**config.mk**
```make
export PLATFORM = sky130hd
export DESIGN_NAME = hz_ctrl
export DESIGN_NICKNAME = d
export VERILOG_FILES = /design/src/rtl/hz_pkg.sv /design/src/rtl/hz_fwd_sel.sv /design/src/rtl/hz_stall_unit.sv /design/src/rtl/hz_valid_pipe.sv /design/src/rtl/hz_ctrl.sv
export SDC_FILE = /design/constraint.sdc
export NUM_CORES = 1
export LEC_CHECK = 0
export BUFFER_PORTS_ARGS = -buffer_cell sky130_fd_sc_hd__buf_2
export CORE_UTILIZATION = 35
export CTS_BUF_LIST = sky130_fd_sc_hd__clkbuf_16
export CTS_CLUSTER_SIZE = 40
export DETAILED_ROUTE_END_ITERATION = 8
export PLACE_DENSITY = 0.8
export SLEW_MARGIN = 10
export SYNTH_ARGS = -nofsm -noshare
export SYNTH_HDL_FRONTEND = slang
export SYNTH_SLANG_ARGS = --single-unit
```
**constraint.sdc**
```tcl
create_clock -name clk -period 1.61 [get_ports clk]
set_clock_uncertainty 0.15 [all_clocks]
set_input_delay 0.0805 -clock clk [delete_from_list [all_inputs] [get_ports clk]]
set_output_delay 0.0805 -clock clk [all_outputs]
set_load 0.01 [all_outputs]
```
**src/rtl/hz_pkg.sv**
```systemverilog
package hz_pkg;
  typedef enum logic [1:0] {
    FWD_RF  = 2'd0,
    FWD_MEM = 2'd1,
    FWD_WB  = 2'd2
  } fwd_sel_e;

  localparam int N_TRACK = 4;
  localparam int ST_ID   = 0;
  localparam int ST_EX   = 1;
  localparam int ST_MEM  = 2;
  localparam int ST_WB   = 3;
endpackage

```
**src/rtl/hz_fwd_sel.sv**
```systemverilog
module hz_fwd_sel
  import hz_pkg::*;
#(
  parameter int REG_W = 5
) (
  input  logic [REG_W-1:0] src,
  input  logic             ex_ok,
  input  logic             mem_ok,
  input  logic [REG_W-1:0] mem_rd,
  input  logic             wb_ok,
  input  logic [REG_W-1:0] wb_rd,
  output fwd_sel_e         sel
);
  function automatic logic producer_hit(input logic ok, input logic [REG_W-1:0] rd,
                                        input logic [REG_W-1:0] rs);
    return ok && (rd != '0) && (rd == rs);
  endfunction

  always_comb begin
    sel = FWD_RF;
    if (ex_ok) begin
      if (producer_hit(mem_ok, mem_rd, src))     sel = FWD_MEM;
      else if (producer_hit(wb_ok, wb_rd, src))  sel = FWD_WB;
    end
  end
endmodule

```
**src/rtl/hz_stall_unit.sv**
```systemverilog
module hz_stall_unit #(
  parameter int REG_W = 5
) (
  input  logic             id_v,
  input  logic             ex_v,
  input  logic             mem_v,
  input  logic [REG_W-1:0] id_rs1,
  input  logic [REG_W-1:0] id_rs2,
  input  logic             id_use_rs1,
  input  logic             id_use_rs2,
  input  logic             id_is_store,
  input  logic             id_is_branch,
  input  logic             id_br_taken,
  input  logic [REG_W-1:0] ex_rd,
  input  logic             ex_we,
  input  logic             ex_is_load,
  input  logic             mem_is_load,
  input  logic             mem_is_store,
  output logic             load_use,
  output logic             mem_busy,
  output logic             redirect
);
  function automatic logic reads_reg(input logic used, input logic [REG_W-1:0] rs,
                                     input logic [REG_W-1:0] rd);
    return used && (rd != '0) && (rs == rd);
  endfunction

  logic base_dep, data_dep;

  always_comb begin
    base_dep = reads_reg(id_use_rs1, id_rs1, ex_rd);
    // store data reaches memory late enough for the writeback bypass
    data_dep = reads_reg(id_use_rs2 && !id_is_store, id_rs2, ex_rd);
    load_use = id_v && ex_v && ex_is_load && ex_we && (base_dep || data_dep);
    mem_busy = mem_v && (mem_is_load || mem_is_store);
    redirect = id_v && id_is_branch && id_br_taken && !load_use;
  end
endmodule

```
**src/rtl/hz_valid_pipe.sv**
```systemverilog
module hz_valid_pipe #(
  parameter int N = 4
) (
  input  logic         clk,
  input  logic         rst,
  input  logic         id_in,
  input  logic         id_hold,
  input  logic         ex_kill,
  output logic [N-1:0] v
);
  always_ff @(posedge clk) begin
    if (rst) begin
      v <= '0;
    end else begin
      v[0] <= id_hold ? v[0] : id_in;
      v[1] <= ex_kill ? 1'b0 : v[0];
      for (int i = 2; i < N; i++) v[i] <= v[i-1];
    end
  end
endmodule

```
**src/rtl/hz_ctrl.sv**
```systemverilog
module hz_ctrl
  import hz_pkg::*;
#(
  parameter int REG_W = 5
) (
  input  logic             clk,
  input  logic             rst,
  input  logic [REG_W-1:0] id_rs1,
  input  logic [REG_W-1:0] id_rs2,
  input  logic             id_use_rs1,
  input  logic             id_use_rs2,
  input  logic             id_is_store,
  input  logic             id_is_branch,
  input  logic             id_br_taken,
  input  logic [REG_W-1:0] ex_rs1,
  input  logic [REG_W-1:0] ex_rs2,
  input  logic [REG_W-1:0] ex_rd,
  input  logic             ex_we,
  input  logic             ex_is_load,
  input  logic [REG_W-1:0] mem_rd,
  input  logic [REG_W-1:0] mem_rs2,
  input  logic             mem_we,
  input  logic             mem_is_load,
  input  logic             mem_is_store,
  input  logic [REG_W-1:0] wb_rd,
  input  logic             wb_we,
  output logic [3:0]       stage_valid,
  output logic             if_stall_n,
  output logic             id_stall_n,
  output logic             id_flush,
  output logic             ex_flush,
  output logic             pc_redirect,
  output logic             mem_grant_fetch,
  output logic             mem_grant_data,
  output logic [1:0]       fwd_a,
  output logic [1:0]       fwd_b,
  output logic             st_fwd
);
  localparam int NOPS = 2;

  logic [N_TRACK-1:0] v;
  logic load_use_hit, mem_busy, branch_redirect, fetch_lands;

  hz_stall_unit #(.REG_W(REG_W)) u_stall (
    .id_v(v[ST_ID]), .ex_v(v[ST_EX]), .mem_v(v[ST_MEM]),
    .id_rs1(id_rs1), .id_rs2(id_rs2),
    .id_use_rs1(id_use_rs1), .id_use_rs2(id_use_rs2),
    .id_is_store(id_is_store), .id_is_branch(id_is_branch), .id_br_taken(id_br_taken),
    .ex_rd(ex_rd), .ex_we(ex_we), .ex_is_load(ex_is_load),
    .mem_is_load(mem_is_load), .mem_is_store(mem_is_store),
    .load_use(load_use_hit), .mem_busy(mem_busy), .redirect(branch_redirect)
  );

  // an instruction reaches decode only if the port served fetch and no squash hit it
  assign fetch_lands = !mem_busy && !branch_redirect;

  hz_valid_pipe #(.N(N_TRACK)) u_valid (
    .clk(clk), .rst(rst),
    .id_in(fetch_lands), .id_hold(load_use_hit), .ex_kill(load_use_hit),
    .v(v)
  );

  logic [REG_W-1:0] ex_src [NOPS];
  fwd_sel_e         fsel   [NOPS];
  assign ex_src[0] = ex_rs1;
  assign ex_src[1] = ex_rs2;

  for (genvar g = 0; g < NOPS; g++) begin : g_fwd
    hz_fwd_sel #(.REG_W(REG_W)) u_sel (
      .src(ex_src[g]), .ex_ok(v[ST_EX]),
      .mem_ok(v[ST_MEM] && mem_we), .mem_rd(mem_rd),
      .wb_ok(v[ST_WB] && wb_we), .wb_rd(wb_rd),
      .sel(fsel[g])
    );
  end

  assign fwd_a = fsel[0];
  assign fwd_b = fsel[1];

  assign stage_valid     = v;
  assign if_stall_n      = !(load_use_hit || mem_busy);
  assign id_stall_n      = !load_use_hit;
  assign id_flush        = !load_use_hit && !fetch_lands;
  assign ex_flush        = load_use_hit;
  assign pc_redirect     = branch_redirect;
  assign mem_grant_data  = mem_busy;
  assign mem_grant_fetch = !mem_busy;
  assign st_fwd = v[ST_MEM] && mem_is_store && v[ST_WB] && wb_we &&
                  (wb_rd != '0) && (wb_rd == mem_rs2);
endmodule

```
==> qor.csv, run 1 <==
stage,metric,value,unit
status,outcome,"finished, violations left",
status,failing checks,setup timing,
floorplan,die footprint,2100,sq um
critical_path,slowest cell on the critical path,or4_4,
critical_path,worst path bufs/invs,2,
logic_synthesis,Syn. warnings,0,
grt,vias in the first global route,851,
timing,worst slew margin relative to its limit,0.690,
cells_and_area,count of antenna diodes in the layout,0,
floorplan,Die W,45.8,um
grt,global-route wire length before repair,3040,um
cells_and_area,total area of sequential cells,81.3,sq um
power_and_ir_drop,Max VDD drop,0.614,mV
clocking,number of H-tree levels,1,
clocking,Worst-path clk slew,30,ps
timing,crit share post-route,1.00,
grt,GR met2 Demand/Resource,0.426,
clocking,maximum root-to-sink buffer count,2,
logic_synthesis,number of distinct library cells after synthesis,26,
cells_and_area,synth-to-layout area growth,77.8,%
grt,met3 track demand over resource in global routing,0.0754,
place,routability cong.,0.719,
route,detailed router's first-iteration violation count,9,
cells_and_area,filler cell count,159,
floorplan,io pins,69,
critical_path,delay of the slowest critical-path stage,540,ps
cells_and_area,register containing the most flip-flops in the final layout,u_valid.v,
critical_path,Crit Path Max Fanout,3,
logic_synthesis,cells after synthesis,87,
power_and_ir_drop,total power per unit cell area,616,nW/um^2
clocking,CTS tree,built,
critical_path,data required time at the worst endpoint,1380,ps
floorplan,row count,15,
grt,pin count of the biggest net entering global routing,8,
place,setup slack after placement,28.9,ps
critical_path,depth of the critical timing path with buffers and inverters included,6,
grt,global-route usage over all layers,0.207,
logic_synthesis,synthesized netlist net count,140,
route,Vias/cell,5.05,
critical_path,kind of cell adding the most delay to the critical path,simple AND/OR/NAND/NOR gates,
logic_synthesis,sequential area share after synthesis,0.119,
place,number of port buffers,68,
timing,Final Worst Setup Slack,-5.04,ps
route,total iterations of the first detailed-routing run,4,
floorplan,Initial Utilization,0.381,
grt,gr busiest metal,met2,
critical_path,capture point of the worst reg-to-reg path,u_valid.v[0],
timing,final count of negative-setup-slack endpoints,1,
route,Remaining DRCs,0,
power_and_ir_drop,leakage,0.551,nW
grt,global route overflow,0,
cells_and_area,max reg flops,4,
critical_path,WS Path Type,primary input to primary output,
clocking,postcts setup bufs,0,
route,"wirelength, routed",2200,um
critical_path,Reg2Reg Depth,3,
cells_and_area,top flop regs,u_valid.v x4,
logic_synthesis,Mapped Avg Cell Area,7.72,sq um
route,total number of vias,919,
timing,highest attainable clock frequency,619,MHz
critical_path,cells traversed along the worst timing path,"buf_8, or4_4, o211ai_4, nor4_4, and2_2, buf_6",
grt,global-route met1 utilization,0.167,
critical_path,Setup crit start,mem_rd[4],
cells_and_area,nets,212,
timing,"Hold Vio Cnt, Final",0,
logic_synthesis,number of flip-flops and latches in the synthesized netlist,4,
logic_synthesis,"Cell Area, Synth",672,sq um
place,half-perimeter wire length after placement,1790,um
cells_and_area,"leading cell type in the layout, fill and taps excluded",buf_2,
cells_and_area,"commonest cells after routing, fill and taps aside","64 x buf_2, 25 x xnor2_1, 10 x xor2_1, 6 x nor3_1, 6 x nand3_1",
timing,Pins Over Slew Limit,0,
timing,worst hold slack,119,ps
cells_and_area,share of final-layout standard cells stronger than drive strength 1,0.522,
critical_path,Startpoint Class,primary input,
timing,min Tclk post-route,1620,ps
clocking,TritonCTS buffer count,3,
critical_path,beginning of the worst register-to-register path,u_valid.v[2],
min_path,path class of the lowest-slack min-delay path,primary input to flop,
timing,transition time of the tightest slew-check pin,461,ps
critical_path,Worst Path Arrival,1380,ps
critical_path,nature of the critical path endpoint,primary output,
job,Max-cap violations,0,
critical_path,Critical Path Sink,fwd_b[0],
floorplan,standard cell core area,1760,sq um
cells_and_area,area of the multi-input gates,606,sq um
timing,RSZ-0062 raised after global routing,yes,
clocking,total number of clock tree sinks,4,
grt,antenna violations before repair,0,
route,average routed wire per standard cell,12.1,um
route,count of nets left with antenna violations after detail routing,0,
critical_path,worst reg2reg setup slack,340,ps
clocking,CTS root buf,clkbuf_16,
timing,Fin Setup TNS,-5.04,ps
floorplan,die boundary height,45.8,um
clocking,insertion delay to the later sink of the worst-skew pair,220,ps
==> per-layer routing <==
metal  vias up  wire length, um
li1        448                -
met1       407              790
met2        62             1150
met3         2              239
met4         0               21
met5         -                0
==> synth_stat cells (all sizes together) <==
cell / count / share of area
o2111ai: 1 / 0.013
o21ai: 1 / 0.0074
inv: 2 / 0.011
nand2: 3 / 0.017
nor2b: 2 / 0.019
xor2: 10 / 0.13
nor2: 1 / 0.0056
and3: 1 / 0.0093
nand3b: 1 / 0.011
a31o: 1 / 0.013
dfxtp: 4 / 0.12
a22oi: 1 / 0.011
nor4: 2 / 0.019
clkbuf: 1 / 0.0056
xnor2: 25 / 0.33
o22ai: 1 / 0.0093
nand3: 6 / 0.045
o211ai: 2 / 0.030
buf: 3 / 0.034
and2: 3 / 0.032
nor3: 6 / 0.045
nand4: 4 / 0.037
or4: 2 / 0.022
a21oi: 4 / 0.030
==> metrics by stage <==
stage	instances	instance area, sq um	utilization	power (mW)
CTS	182	1130	0.643	0.725
finish	182	1190	0.677	0.736
global route	182	1190	0.677	0.767
floorplan	87	672	-	0.221
detailed placement	178	1030	0.585	0.332
global placement	178	1030	0.585	0.327
==> where the power goes <==
| part | total (mW) | internal (mW) | switching, mW |
|---|---|---|---|
| registers | 0.111 | 0.105 | 0.00531 |
| clock network | 0.384 | 0.317 | 0.0673 |
| logic | 0.240 | 0.127 | 0.113 |
==> worst min-delay path by stage <==
stage	slack (ps)	cells after the start	startpoint	to
2_1_floorplan	2	1	rst	u_valid.v[2]
3_3_place_gp	120	2	rst	u_valid.v[2]
3_5_place_dp	120	2	rst	u_valid.v[2]
4_1_cts	120	4	ex_we	u_valid.v[1]
5_1_grt	150	4	ex_we	u_valid.v[1]
6_report	120	4	ex_we	u_valid.v[1]
==> area by class of cell <==
cell class                      count  area share
Inverter                            2     0.00628
Sequential cell                     4      0.0681
Clock buffer                        3      0.0628
Tap cell                           25      0.0262
Multi-Input combinational cell     77       0.507
Timing Repair Buffer               71       0.330
==> repair_timing <==
item | in CTS | in global routing
gates resized for setup | 4 | 12
hold endpoints to repair | 2 | 0
hold buffers | 1 | 0
pin swaps | 0 | 6
endpoints found under the setup margin | 6 | 4
==> worst register-to-register path, stage by stage, from the launching register on <==
cell and delay, ps:
dfxtp_2 370, o21ai_0 200, and3_1 230, a31o_2 200
==> cell families after synthesis <==
| family | count (synthesis) | share of synthesized area |
|---|---|---|
| AO/OA/AOI/OAI | 11 | 0.114 |
| XOR/XNOR | 35 | 0.456 |
| flip-flops | 4 | 0.119 |
| AND/OR/NAND/NOR | 31 | 0.261 |
| buffers and inverters | 6 | 0.0503 |
Note: power is estimated with default switching activity, not from simulation.
==> run 2, diff against run 1 <==
Settings changed: ABC_AREA set to 1, CORE_MARGIN set to 5, CORE_UTILIZATION 35 to 38, GPL_TIMING_DRIVEN set to 1.
==> run 2 against run 1 <==
  * The run now ends clean
  * Clock-buffer cell count unchanged
  * Wire length is 15% higher
  * Fmax up 14%
  * Clock power about the same
  * Design area up 3.2%
  * First-iteration DRC count rose by 78%
  * Core utilization fell by 5.5 points
  * Register-to-register slack better by 190 ps
  * Die area is 48% higher
  * Final cell count rose by 37%
  * Synthesized cell count grew 77%
==> qor.csv, run 2 <==
stage,metric,value,unit
status,outcome,"complete, no violations",
place,setup slack after placement,410,ps
timing,RSZ-0062 raised after global routing,no,
logic_synthesis,Async SR Flop Fraction,0,
cells_and_area,"commonest cells after routing, fill and taps aside","68 x buf_2, 41 x nand2_1, 31 x nor2_1, 26 x inv_1",
floorplan,Die W,55.8,um
power_and_ir_drop,Max VDD drop,0.671,mV
logic_synthesis,Mapped Avg Cell Area,5.18,sq um
route,total number of vias,1110,
cells_and_area,filler cell count,214,
route,total iterations of the first detailed-routing run,4,
timing,"Hold Vio Cnt, Final",0,
logic_synthesis,cells after synthesis,154,
critical_path,Crit Path Max Fanout,4,
timing,min Tclk post-route,1420,ps
clocking,insertion delay to the later sink of the worst-skew pair,220,ps
cells_and_area,nets,278,
grt,global-route wire length before repair,4240,um
timing,transition time of the tightest slew-check pin,323,ps
timing,final count of negative-setup-slack endpoints,0,
timing,Fin Setup TNS,0,ps
logic_synthesis,cell types occupying the most area after synthesis,"nand2_1 19%, nor2_1 15%, inv_1 12%, xor2_1 12%, dfxtp_1 10%",
cells_and_area,core utilization of the finished layout,0.622,
floorplan,die footprint,3110,sq um
cells_and_area,area of the multi-input gates,586,sq um
timing,Pins Over Slew Limit,0,
floorplan,Initial Utilization,0.402,
clocking,CTS tree,built,
logic_synthesis,synthesized netlist net count,207,
cells_and_area,count of antenna diodes in the layout,0,
critical_path,worst path bufs/invs,3,
clocking,maximum root-to-sink buffer count,2,
critical_path,cells traversed along the worst timing path,"nand2_1, nor2_1, nand2_1, inv_1, nand2_2, inv_2, nor2_1, buf_2",
power_and_ir_drop,Design Power,727,uW
clocking,total number of clock tree sinks,4,
cells_and_area,number of non-filler instances in the completed layout,250,
critical_path,slowest cell on the critical path,dfxtp_1,
cells_and_area,synth-to-layout area growth,54.8,%
place,routability cong.,0.816,
clocking,postcts setup bufs,0,
cells_and_area,max reg flops,4,
grt,antenna violations before repair,0,
route,Vias/cell,4.44,
logic_synthesis,"Cell Area, Synth",797,sq um
critical_path,Worst Path Arrival,1190,ps
floorplan,standard cell core area,1980,sq um
grt,global-route usage over all layers,0.165,
logic_synthesis,number of synthesized flops with an enable pin,0,
place,count of placed standard cells including taps,246,
timing,crit share post-route,0.884,
clocking,Worst-path clk slew,30,ps
critical_path,Startpoint Class,flop,
logic_synthesis,Syn. warnings,0,
place,number of port buffers,68,
cells_and_area,"Non-Filler Cell Area, Final",1230,sq um
timing,highest attainable clock frequency,703,MHz
route,count of nets left with antenna violations after detail routing,0,
place,Post-Place Cell Area,1150,sq um
floorplan,io pins,69,
logic_synthesis,most numerous cell in the Yosys netlist,nand2_1,
critical_path,kind of cell adding the most delay to the critical path,flip-flops,
timing,Final Worst Setup Slack,187,ps
cells_and_area,top flop regs,u_valid.v x4,
logic_synthesis,leading post-synthesis cells by instance count,"41 x nand2_1, 31 x nor2_1, 26 x inv_1",
timing,worst slew margin relative to its limit,0.783,
logic_synthesis,cell taking the most area after synthesis,nand2_1,
grt,global route overflow,0,
logic_synthesis,top flip-flop cell by instance count after synthesis,dfxtp_1,
place,half-perimeter wire length after placement,2200,um
logic_synthesis,Yosys top cell area share,0.193,
floorplan,row count,16,
grt,vias in the first global route,1040,
logic_synthesis,sequential area share after synthesis,0.100,
logic_synthesis,number of flip-flops and latches in the synthesized netlist,4,
critical_path,data required time at the worst endpoint,1380,ps
cells_and_area,register containing the most flip-flops in the final layout,u_valid.v,
critical_path,delay of the slowest critical-path stage,370,ps
cells_and_area,share of final-layout standard cells stronger than drive strength 1,0.341,
floorplan,die boundary height,55.8,um
route,Remaining DRCs,0,
route,average routed wire per standard cell,10.1,um
power_and_ir_drop,total power per unit cell area,589,nW/um^2
clocking,CTS root buf,clkbuf_16,
critical_path,WS Path Type,flop to primary output,
clocking,TritonCTS buffer count,3,
power_and_ir_drop,leakage,0.790,nW
cells_and_area,"leading cell type in the layout, fill and taps excluded",buf_2,
job,Max-cap violations,0,
timing,worst hold slack,86.0,ps
min_path,path class of the lowest-slack min-delay path,primary input to flop,
critical_path,nature of the critical path endpoint,primary output,
logic_synthesis,number of distinct library cells after synthesis,17,
grt,pin count of the biggest net entering global routing,6,
cells_and_area,total area of sequential cells,80.1,sq um
clocking,number of H-tree levels,1,
route,detailed router's first-iteration violation count,16,
route,"wirelength, routed",2530,um
-- run 2: changes by cell type in the layout (fill, tap and decap cells not counted), moves of 4 or more --
cell     previous run  this run
xnor2_1            25         9
nand2_1             3        41
nor2_1              1        31
inv_1               2        26
nand3_1             6        11
buf_2              64        68
-- run 2: logic make-up after synthesis --
logic type                count (synthesis)  share of synthesized area
buffers and inverters                    32                      0.165
AOI/OAI and AO/OA                         9                     0.0628
xor gates and xnor gates                 20                      0.220
and+or+nand+nor                          89                      0.452
DFF                                       4                      0.100
-- run 2: what timing repair did --
action,in CTS,in global routing
resized for setup,0,0
hold buffers,1,0
endpoints found under the hold margin,4,0
-- run 2: worst paths after layout --
check                    start           end  slack (ps)  cells after the start
setup / recovery  u_valid.v[0]   pc_redirect         190                      8
hold / removal     id_br_taken  u_valid.v[0]          90                      4
setup reg to reg  u_valid.v[0]  u_valid.v[1]         530                      7
hold reg to reg   u_valid.v[2]  u_valid.v[3]         310                      2
-- run 2: layout make-up --
class / count / area share
Tap cell: 27 / 0.0274
Inverter: 29 / 0.0882
Clock buffer: 3 / 0.0609
Sequential cell: 4 / 0.0649
Timing Repair Buffer: 69 / 0.284
Multi-Input combinational cell: 118 / 0.475
-- run 2: power by group --
| group | switching, mW | internal [mW] | leakage, nW |
|---|---|---|---|
| clock | 0.0684 | 0.317 | 0.0370 |
| sequential | 0.00481 | 0.105 | 0.0330 |
| combinational | 0.120 | 0.112 | 0.720 |
-- run 2: layer usage --
layer | up-vias | part of all wire | GRT usage
li1 | 596 | - | -
met1 | 470 | 0.44 | 0.184
met2 | 40 | 0.47 | 0.289
met3 | 4 | 0.071 | 0.0580
met4 | 0 | 0.0099 | 0.0521
met5 | - | 0 | 0
-- run 2: worst register-to-register path, stage by stage (launching register included) --
cell and delay (ps):
dfxtp_1 370, nand2_1 70, nor2_1 100, nand2_1 60, inv_1 60, nand2_2 80, nand2_1 60, nor2_1 40
